<file path="src/rtl/tat_pkg.sv">
package tat_pkg;
  typedef enum logic [1:0] {
    ST_EXEC   = 2'd0,
    ST_REVOKE = 2'd1,
    ST_REINST = 2'd2
  } tat_state_e;
endpackage

</file>
<file path="src/rtl/tat_bound_regs.sv">
module tat_bound_regs #(
  parameter int NUM_TASKS = 8,
  parameter int ADDR_W    = 16,
  localparam int IDX_W    = (NUM_TASKS > 1) ? $clog2(NUM_TASKS) : 1
) (
  input  logic                        clk,
  input  logic                        rst_n,
  input  logic                        cfg_en,
  input  logic                        cfg_wr,
  input  logic [IDX_W-1:0]            cfg_idx,
  input  logic [ADDR_W-1:0]           cfg_lo,
  input  logic [ADDR_W-1:0]           cfg_hi,
  input  logic                        cfg_exit_wr,
  input  logic [ADDR_W-1:0]           cfg_exit,
  output logic [NUM_TASKS*ADDR_W-1:0] lo_flat,
  output logic [NUM_TASKS*ADDR_W-1:0] hi_flat,
  output logic [ADDR_W-1:0]           exit_addr,
  output logic                        locked
);
  logic cfg_en_q;
  logic locked_d;
  logic wr_ok;
  logic exit_en;

  // The table locks on the first falling edge of the configuration enable.
  assign locked_d = locked | (cfg_en_q & ~cfg_en);
  assign wr_ok    = cfg_en & ~locked;
  assign exit_en  = wr_ok & cfg_exit_wr;

  always_ff @(posedge clk or negedge rst_n) begin
    if (!rst_n) begin
      cfg_en_q <= 1'b0;
      locked   <= 1'b0;
    end else begin
      cfg_en_q <= cfg_en;
      locked   <= locked_d;
    end
  end

  always_ff @(posedge clk or negedge rst_n) begin
    if (!rst_n) begin
      exit_addr <= '1;
    end else if (exit_en) begin
      exit_addr <= cfg_exit;
    end
  end

  for (genvar i = 0; i < NUM_TASKS; i++) begin : g_entry
    logic ent_en;
    assign ent_en = wr_ok & cfg_wr & (cfg_idx == IDX_W'(i));

    // An unwritten entry has lower > upper, so it never matches.
    always_ff @(posedge clk or negedge rst_n) begin
      if (!rst_n) begin
        lo_flat[i*ADDR_W +: ADDR_W] <= '1;
        hi_flat[i*ADDR_W +: ADDR_W] <= '0;
      end else if (ent_en) begin
        lo_flat[i*ADDR_W +: ADDR_W] <= cfg_lo;
        hi_flat[i*ADDR_W +: ADDR_W] <= cfg_hi;
      end
    end
  end
endmodule

</file>
<file path="src/rtl/tat_task_decode.sv">
module tat_task_decode #(
  parameter int NUM_TASKS = 8,
  parameter int ADDR_W    = 16,
  localparam int IDX_W    = (NUM_TASKS > 1) ? $clog2(NUM_TASKS) : 1
) (
  input  logic [ADDR_W-1:0]           pc,
  input  logic [NUM_TASKS*ADDR_W-1:0] lo_flat,
  input  logic [NUM_TASKS*ADDR_W-1:0] hi_flat,
  output logic                        run_valid,
  output logic [IDX_W-1:0]            run_idx
);
  logic [NUM_TASKS-1:0] hit;

  for (genvar i = 0; i < NUM_TASKS; i++) begin : g_cmp
    assign hit[i] = (pc >= lo_flat[i*ADDR_W +: ADDR_W]) &&
                    (pc <= hi_flat[i*ADDR_W +: ADDR_W]);
  end

  // Scanning from the top down lets the lowest index win.
  always_comb begin
    run_valid = 1'b0;
    run_idx   = '0;
    for (int i = NUM_TASKS - 1; i >= 0; i--) begin
      if (hit[i]) begin
        run_valid = 1'b1;
        run_idx   = IDX_W'(i);
      end
    end
  end
endmodule

</file>
<file path="src/rtl/tat_avail_ctrl.sv">
module tat_avail_ctrl
  import tat_pkg::*;
#(
  parameter int NUM_TASKS = 8,
  parameter int ADDR_W    = 16,
  localparam int IDX_W    = (NUM_TASKS > 1) ? $clog2(NUM_TASKS) : 1
) (
  input  logic                 clk,
  input  logic                 rst_n,
  input  logic                 viol_in,
  input  logic                 run_valid,
  input  logic [IDX_W-1:0]     run_idx,
  input  logic [ADDR_W-1:0]    pc,
  input  logic                 mem_wen,
  input  logic                 mem_ren,
  input  logic [ADDR_W-1:0]    exit_addr,
  output logic [NUM_TASKS-1:0] avail_mask,
  output logic                 nmi_req,
  output tat_state_e           state
);
  tat_state_e           state_d;
  logic [NUM_TASKS-1:0] mask_d;
  logic [IDX_W-1:0]     pend_q;
  logic [IDX_W-1:0]     pend_d;
  logic                 nmi_d;
  logic                 take_viol;
  logic                 exit_hit;
  logic                 mask_en;
  logic                 pend_en;

  // A stalled data access holds pc, so the exit counts only on a non-data cycle.
  assign exit_hit  = (pc == exit_addr) & ~mem_wen & ~mem_ren;
  assign take_viol = (state == ST_EXEC) & viol_in & run_valid;

  always_comb begin
    state_d = state;
    mask_d  = avail_mask;
    pend_d  = pend_q;
    nmi_d   = 1'b0;
    mask_en = 1'b0;
    pend_en = 1'b0;
    case (state)
      ST_EXEC: begin
        if (take_viol) begin
          mask_d  = avail_mask & ~(NUM_TASKS'(1) << run_idx);
          mask_en = 1'b1;
          pend_d  = run_idx;
          pend_en = 1'b1;
          nmi_d   = 1'b1;
          state_d = ST_REVOKE;
        end
      end
      ST_REVOKE: begin
        if (exit_hit) begin
          state_d = ST_REINST;
        end
      end
      ST_REINST: begin
        mask_d  = avail_mask | (NUM_TASKS'(1) << pend_q);
        mask_en = 1'b1;
        state_d = ST_EXEC;
      end
      default: begin
        state_d = ST_EXEC;
      end
    endcase
  end

  always_ff @(posedge clk or negedge rst_n) begin
    if (!rst_n) begin
      state   <= ST_EXEC;
      nmi_req <= 1'b0;
    end else begin
      state   <= state_d;
      nmi_req <= nmi_d;
    end
  end

  always_ff @(posedge clk or negedge rst_n) begin
    if (!rst_n) begin
      avail_mask <= '1;
    end else if (mask_en) begin
      avail_mask <= mask_d;
    end
  end

  always_ff @(posedge clk or negedge rst_n) begin
    if (!rst_n) begin
      pend_q <= '0;
    end else if (pend_en) begin
      pend_q <= pend_d;
    end
  end
endmodule

</file>
<file path="src/rtl/task_avail_tracker.sv">
module task_avail_tracker
  import tat_pkg::*;
#(
  parameter int NUM_TASKS = 8,
  parameter int ADDR_W    = 16,
  localparam int IDX_W    = (NUM_TASKS > 1) ? $clog2(NUM_TASKS) : 1
) (
  input  logic                 clk,
  input  logic                 rst_n,
  input  logic                 cfg_en,
  input  logic                 cfg_wr,
  input  logic [IDX_W-1:0]     cfg_idx,
  input  logic [ADDR_W-1:0]    cfg_lo,
  input  logic [ADDR_W-1:0]    cfg_hi,
  input  logic                 cfg_exit_wr,
  input  logic [ADDR_W-1:0]    cfg_exit,
  input  logic [ADDR_W-1:0]    pc,
  input  logic                 mem_wen,
  input  logic                 mem_ren,
  input  logic                 viol_in,
  output logic [NUM_TASKS-1:0] avail_mask,
  output logic [IDX_W-1:0]     run_idx,
  output logic                 run_valid,
  output logic                 nmi_req
);
  logic [NUM_TASKS*ADDR_W-1:0] lo_flat;
  logic [NUM_TASKS*ADDR_W-1:0] hi_flat;
  logic [ADDR_W-1:0]           exit_addr;
  logic                        locked;
  tat_state_e                  state;

  tat_bound_regs #(.NUM_TASKS(NUM_TASKS), .ADDR_W(ADDR_W)) u_regs (
    .clk        (clk),
    .rst_n      (rst_n),
    .cfg_en     (cfg_en),
    .cfg_wr     (cfg_wr),
    .cfg_idx    (cfg_idx),
    .cfg_lo     (cfg_lo),
    .cfg_hi     (cfg_hi),
    .cfg_exit_wr(cfg_exit_wr),
    .cfg_exit   (cfg_exit),
    .lo_flat    (lo_flat),
    .hi_flat    (hi_flat),
    .exit_addr  (exit_addr),
    .locked     (locked)
  );

  tat_task_decode #(.NUM_TASKS(NUM_TASKS), .ADDR_W(ADDR_W)) u_dec (
    .pc       (pc),
    .lo_flat  (lo_flat),
    .hi_flat  (hi_flat),
    .run_valid(run_valid),
    .run_idx  (run_idx)
  );

  tat_avail_ctrl #(.NUM_TASKS(NUM_TASKS), .ADDR_W(ADDR_W)) u_ctrl (
    .clk       (clk),
    .rst_n     (rst_n),
    .viol_in   (viol_in),
    .run_valid (run_valid),
    .run_idx   (run_idx),
    .pc        (pc),
    .mem_wen   (mem_wen),
    .mem_ren   (mem_ren),
    .exit_addr (exit_addr),
    .avail_mask(avail_mask),
    .nmi_req   (nmi_req),
    .state     (state)
  );
endmodule

</file>
<file path="config.mk">
export PLATFORM = sky130hd
export DESIGN_NAME = task_avail_tracker
export DESIGN_NICKNAME = d
export VERILOG_FILES = /design/src/rtl/tat_pkg.sv /design/src/rtl/tat_bound_regs.sv /design/src/rtl/tat_task_decode.sv /design/src/rtl/tat_avail_ctrl.sv /design/src/rtl/task_avail_tracker.sv
export SDC_FILE = /design/constraint.sdc
export NUM_CORES = 1
export LEC_CHECK = 0
export BUFFER_PORTS_ARGS = -buffer_cell sky130_fd_sc_hd__buf_2
export CORE_UTILIZATION = 60
export CTS_CLUSTER_SIZE = 10
export DETAILED_ROUTE_END_ITERATION = 16
export HOLD_SLACK_MARGIN = 0.03
export PLACE_DENSITY = 0.88
export SLEW_MARGIN = 30
export SYNTH_ARGS = -nofsm -noshare
export SYNTH_HDL_FRONTEND = slang
export SYNTH_SLANG_ARGS = --single-unit
</file>
<file path="constraint.sdc">
create_clock -name clk -period 5.6 [get_ports clk]
set_input_delay 0.56 -clock clk [delete_from_list [all_inputs] [get_ports clk]]
set_output_delay 0.56 -clock clk [all_outputs]
set_load 0.03 [all_outputs]
</file>
Word level (Yosys, flattened, before mapping):

Cells that the tools add are included.

* register bits: 288
* word-level logic and storage cells: 115

* bitwise logic cells: 24
* shifts and indexed selects: 2
* order comparisons: 16
* reductions and logical operators: 14
* equality and inequality tests: 12
* multiplexer cells: 24

Operators with widths (number)
* $ge A16 B16 Y1: 8
* $le A16 B16 Y1: 8
* $mux W3: 8
* $and A1 B1 Y1: 16
* $eq A16 B16 Y1: 1
* $pmux W8 S2: 1
* $shl A1 B3 Y8 const A: 2
* $eq A3 B3 Y1 const B: 4
* $mux W1: 10
* $and A8 B8 Y8: 1
* $logic_and A1 B1 Y1: 8
* $mux W8: 1
* $not A8 Y8: 1
* $or A8 B8 Y8: 1
* $eq A3 B2 Y1 const B: 2
* $reduce_and A3 Y1: 2
* $mux W2: 2
* $ne A2 B1 Y1 const B: 2
* $not A1 Y1: 4
* $pmux W2 S2: 1
* $eq A3 B1 Y1 const B: 1
* $logic_not A3 Y1: 1
* $eq A2 B1 Y1 const B: 1
* $eq A2 B2 Y1 const B: 1
* other kinds (5): 5

Logic depth before layout (Yosys ltp):

* depth in word-level cells: 15
* depth in mapped cells: 10
* gate-level depth less buffers: 10

Hierarchy:

A second synthesis with hierarchy kept.

* cells, all modules: 1553
* area, all modules: 17705.7 sq um

Modules (own cells, without submodules)
* tat_bound_regs: cells an instance 589, instances 1, area an instance 10448.8 sq um
* tat_task_decode: cells an instance 885, instances 1, area an instance 6433.7 sq um
* tat_avail_ctrl: cells an instance 79, instances 1, area an instance 823.3 sq um

Worst setup path before layout:

Ideal clock, no wire load.

* path kind: input to output
* start: input pc[0]
* end: output run_idx[0]
* required time: 5.040 ns
* stages on the path: 10
* data arrival time: 2.954 ns
* setup slack: 2.086 ns
* buffers on the path: 0
* path through: inv_1 ha_1 nand2b_1 a2111oi_0 o21ai_1 o2111ai_1 o21ai_0 and3_1 o31a_1 nor2_1

* word-level cells in the longest chain between the ends: 10
* elaborated cells on any way between the ends: 32
* classes of those cells: order compare (16); mux (8); reduce/logical (8)

Ends and longest elaborated chain
* start, declared: RTL line task_avail_tracker.sv:17 `input logic [ADDR_W-1:0] pc,`
* $ge A16 B16 Y1 or $le A16 B16 Y1 (tied branches): RTL line tat_task_decode.sv:15, tat_task_decode.sv:16
* $logic_and A1 B1 Y1: RTL line tat_task_decode.sv:15 `assign hit[i] = (pc >= lo_flat[i*ADDR_W +: ADDR_W]) &&`
* $mux W3 (7 in series): RTL line tat_task_decode.sv:24 `if (hit[i]) begin`
* $mux W3 (*): RTL line tat_task_decode.sv:24
* end, declared: RTL line task_avail_tracker.sv:22 `output logic [IDX_W-1:0] run_idx,`

Mark *: on every way between the ends. The rest lies on a longest branch, timed or not.

Final worst setup path:

Same ends and word-level chain as after synthesis.

==> impl_metrics.ini <==
[global_route]
grt_pass1_vias = 13800
grt_pass1_wl_um = 71900
grt_use_met2_pct = 53.9
grt.total_usage_pct = 32.0
grt-busiest-layer = met2
gr-total-overflow = 0
antenna_found_initial = 2
met3_usage_pct = 5.50
use_met1_pct = 37.8
grt_max_degree = 132

[placement]
pre_cts_slack_ps = 1350
postPlaceCellArea_mm2 = 0.0181
hpwl_um = 31200
placement.io_buffers = 87
dp_cells = 2109
place_congestion = 0.929

[routing]
drc_errors = 0
via_count = 13300
ant_nets = 0
drt-total-wl_um = 45800
initialDrtViolationCount = 984
dr.pass1.iters = 5
avgViaCountPerCell = 6.16
wire_per_inst_um = 21.1

[logic_synthesis]
yosysSeqAreaShare_pct = 42.9
synthesis.area_mm2 = 0.0172
async_flop_share_pct = 100
yosys.area.top_type = dfstp_2
post-synth-top-count-cell = ha_1
synth_nets = 2000
yosysUniqueCellTypes = 67
synth.top_cell.area_share_pct = 23.2
ys_top_cells_by_area = dfstp_2 23%, dfrtp_1 20%, ha_1 19%
synth-edff-count = 0
syn_area_per_cell_um2 = 10.3
synth-seq-cells = 288
netlist_instances = 1669
ys.flop_type = dfstp_2
ys_warn_count = 0
ys_top_cells_by_count = 256 x ha_1, 249 x inv_1, 158 x nand2_1, 152 x dfstp_2, 152 x mux2_2

[finish]
fin_cells = 2167
drive_gt1_share_pct = 26.1
fillers = 1965
nNetsFinal = 2100
area_growth_pct = 11.0
design_area_mm2 = 0.0191

[clock_tree]
tritoncts = yes
clockRootBuffer = clkbuf_16
cts_setup_buffers = 0
path_clk_slew_ps = 60
cts.sinks = 288
cts-resized-gates = 0
holdBufCountCts = 0
cts_buffers = 35
clockBufferDepth = 3
clkLatencyLatePin_ps = 520
htreeDepth = 2

[setup_path]
cp_slowest_cell = inv_1
critical_path.top_delay_family = compound AO/OA/AOI/OAI gates
slowest_delay_ps = 600
crit_type = input pin to output pin
worstPathArrival_ps = 3800
cpMostUsedCell = buf_2
crit_path_end_kind = output pin
path_buf_inv = 3
crit_fanout = 16
critical_path.startpoint_type = input pin
crit_chain = buf_2 -> inv_1 -> ha_1 -> nand2b_1 -> a2111oi_0 -> o21ai_1 -> o2111ai_1 -> o21ai_0 -> and3_1 -> o31a_1 -> nor2_1 -> buf_2
crit_required_ps = 5040

[timing]
fin_tns_setup_ps = 0
maxSlewHeadroom_pct = 27.8
fmax_mhz = 229
worst_slew_pin_slew_ps = 1080
setup_viol = 0
maxSlewViolCount = 0
fin_crit_sh_pct = 77.9
min_period_ps = 4360
hold_violations = 0
rsz0062_at_grt = false
finalWorstSetupSlack_ps = 1240
clock_skew_ps = 19.2

[pwr]
peakVddDrop_mv = 0.179
power_density_mw_per_mm2 = 291
total_power_mw = 5.57
p_leak_nw = 9.12

[outcome]
status = complete, no violations

[floorplanning]
design.die.area_mm2 = 0.0294
rows = 61
die_y_um = 172
die_w_um = 172
start_util_pct = 61.6
ios = 88
core_mm2 = 0.0280

[run]
maxCapViolCount = 0

[worst_hold_path]
hold_class = input pin to asynchronous set/reset pin
logic make-up after synthesis:
| logic type | count (synthesis) | synth area share [%] |
|---|---|---|
| AOI/OAI and AO/OA | 361 | 13.0 |
| and+or+nand+nor | 309 | 8.54 |
| DFF | 288 | 42.9 |
| buffers and inverters | 286 | 6.22 |
| adders and majority gates | 256 | 18.6 |
| muxes | 153 | 10.0 |
| xor gates and xnor gates | 16 | 0.812 |
cells in the final DEF (no fill, tap or decap), drive strengths merged, types with 25 or more instances in the layout:
cell      n
dfstp   152
a21o     25
inv     250
buf     100
mux2    153
nand4    41
o21ai   147
nand3    27
ha      256
dfrtp   136
a21oi    89
nand2   158
clkbuf   54
layout make-up:
| cell class | instances | area [µm²] | share of cell area [%] |
|---|---|---|---|
| Multi-Input combinational cell | 1095 | 8800 | 46.0 |
| Sequential cell | 288 | 7400 | 38.6 |
| Clock buffer | 54 | 967 | 5.05 |
| Inverter | 249 | 935 | 4.88 |
| Timing Repair Buffer | 100 | 563 | 2.94 |
| Tap cell | 378 | 473 | 2.47 |
| Clock inverter | 1 | 8.76 | 0.0457 |
| Antenna cell | 2 | 5.00 | 0.0261 |
power by group:
group,internal [mW],total (mW),switching (mW),leakage [nW]
registers,2.36,2.46,0.102,3.19
clock network,1.18,2.03,0.850,0.470
logic,0.415,1.09,0.671,5.46
per-stage QoR:
step                      util, %  hold WS (ps)
final                        68.4          15.3
after global routing         68.4          57.2
after CTS                    68.2           165
after detailed placement     64.8           445
after global placement       64.8           439
after floorplan                 -           264
final timing paths:
path,from,to,slack [ps],depth (start not counted)
worst max-delay path,pc[0],run_idx[0],1240,12
worst min-delay path,rst_n,u_regs.hi_flat[91],20,1
worst max register to register,u_regs.lo_flat[21],u_ctrl.avail_mask[7],2240,10
worst min register to register,u_regs.cfg_en_q,u_regs.locked,450,1
max in group asynchronous,rst_n,u_regs.hi_flat[50],4300,2
min in group clk,cfg_en,u_regs.cfg_en_q,170,1
routing by layer:
metal  share of wire (%)  wire (µm)  vias to the layer above
li1                    -          -                     6045
met1                  38      17500                     6501
met2                  48      22000                      587
met3                 7.1       3260                      208
met4                 6.6       3010                        0
met5                   0          0                        -
registers in the layout, indices dropped and copies added (netlist names):
name	count
u_ctrl.avail_mask	8
u_regs.cfg_en_q	1
u_ctrl.nmi_req	1
u_ctrl.pend_q	3
u_regs.lo_flat	128
u_ctrl.state	2
u_regs.exit_addr	16
u_regs.hi_flat	128
u_regs.locked	1
Note: power is estimated with default switching activity, not from simulation.
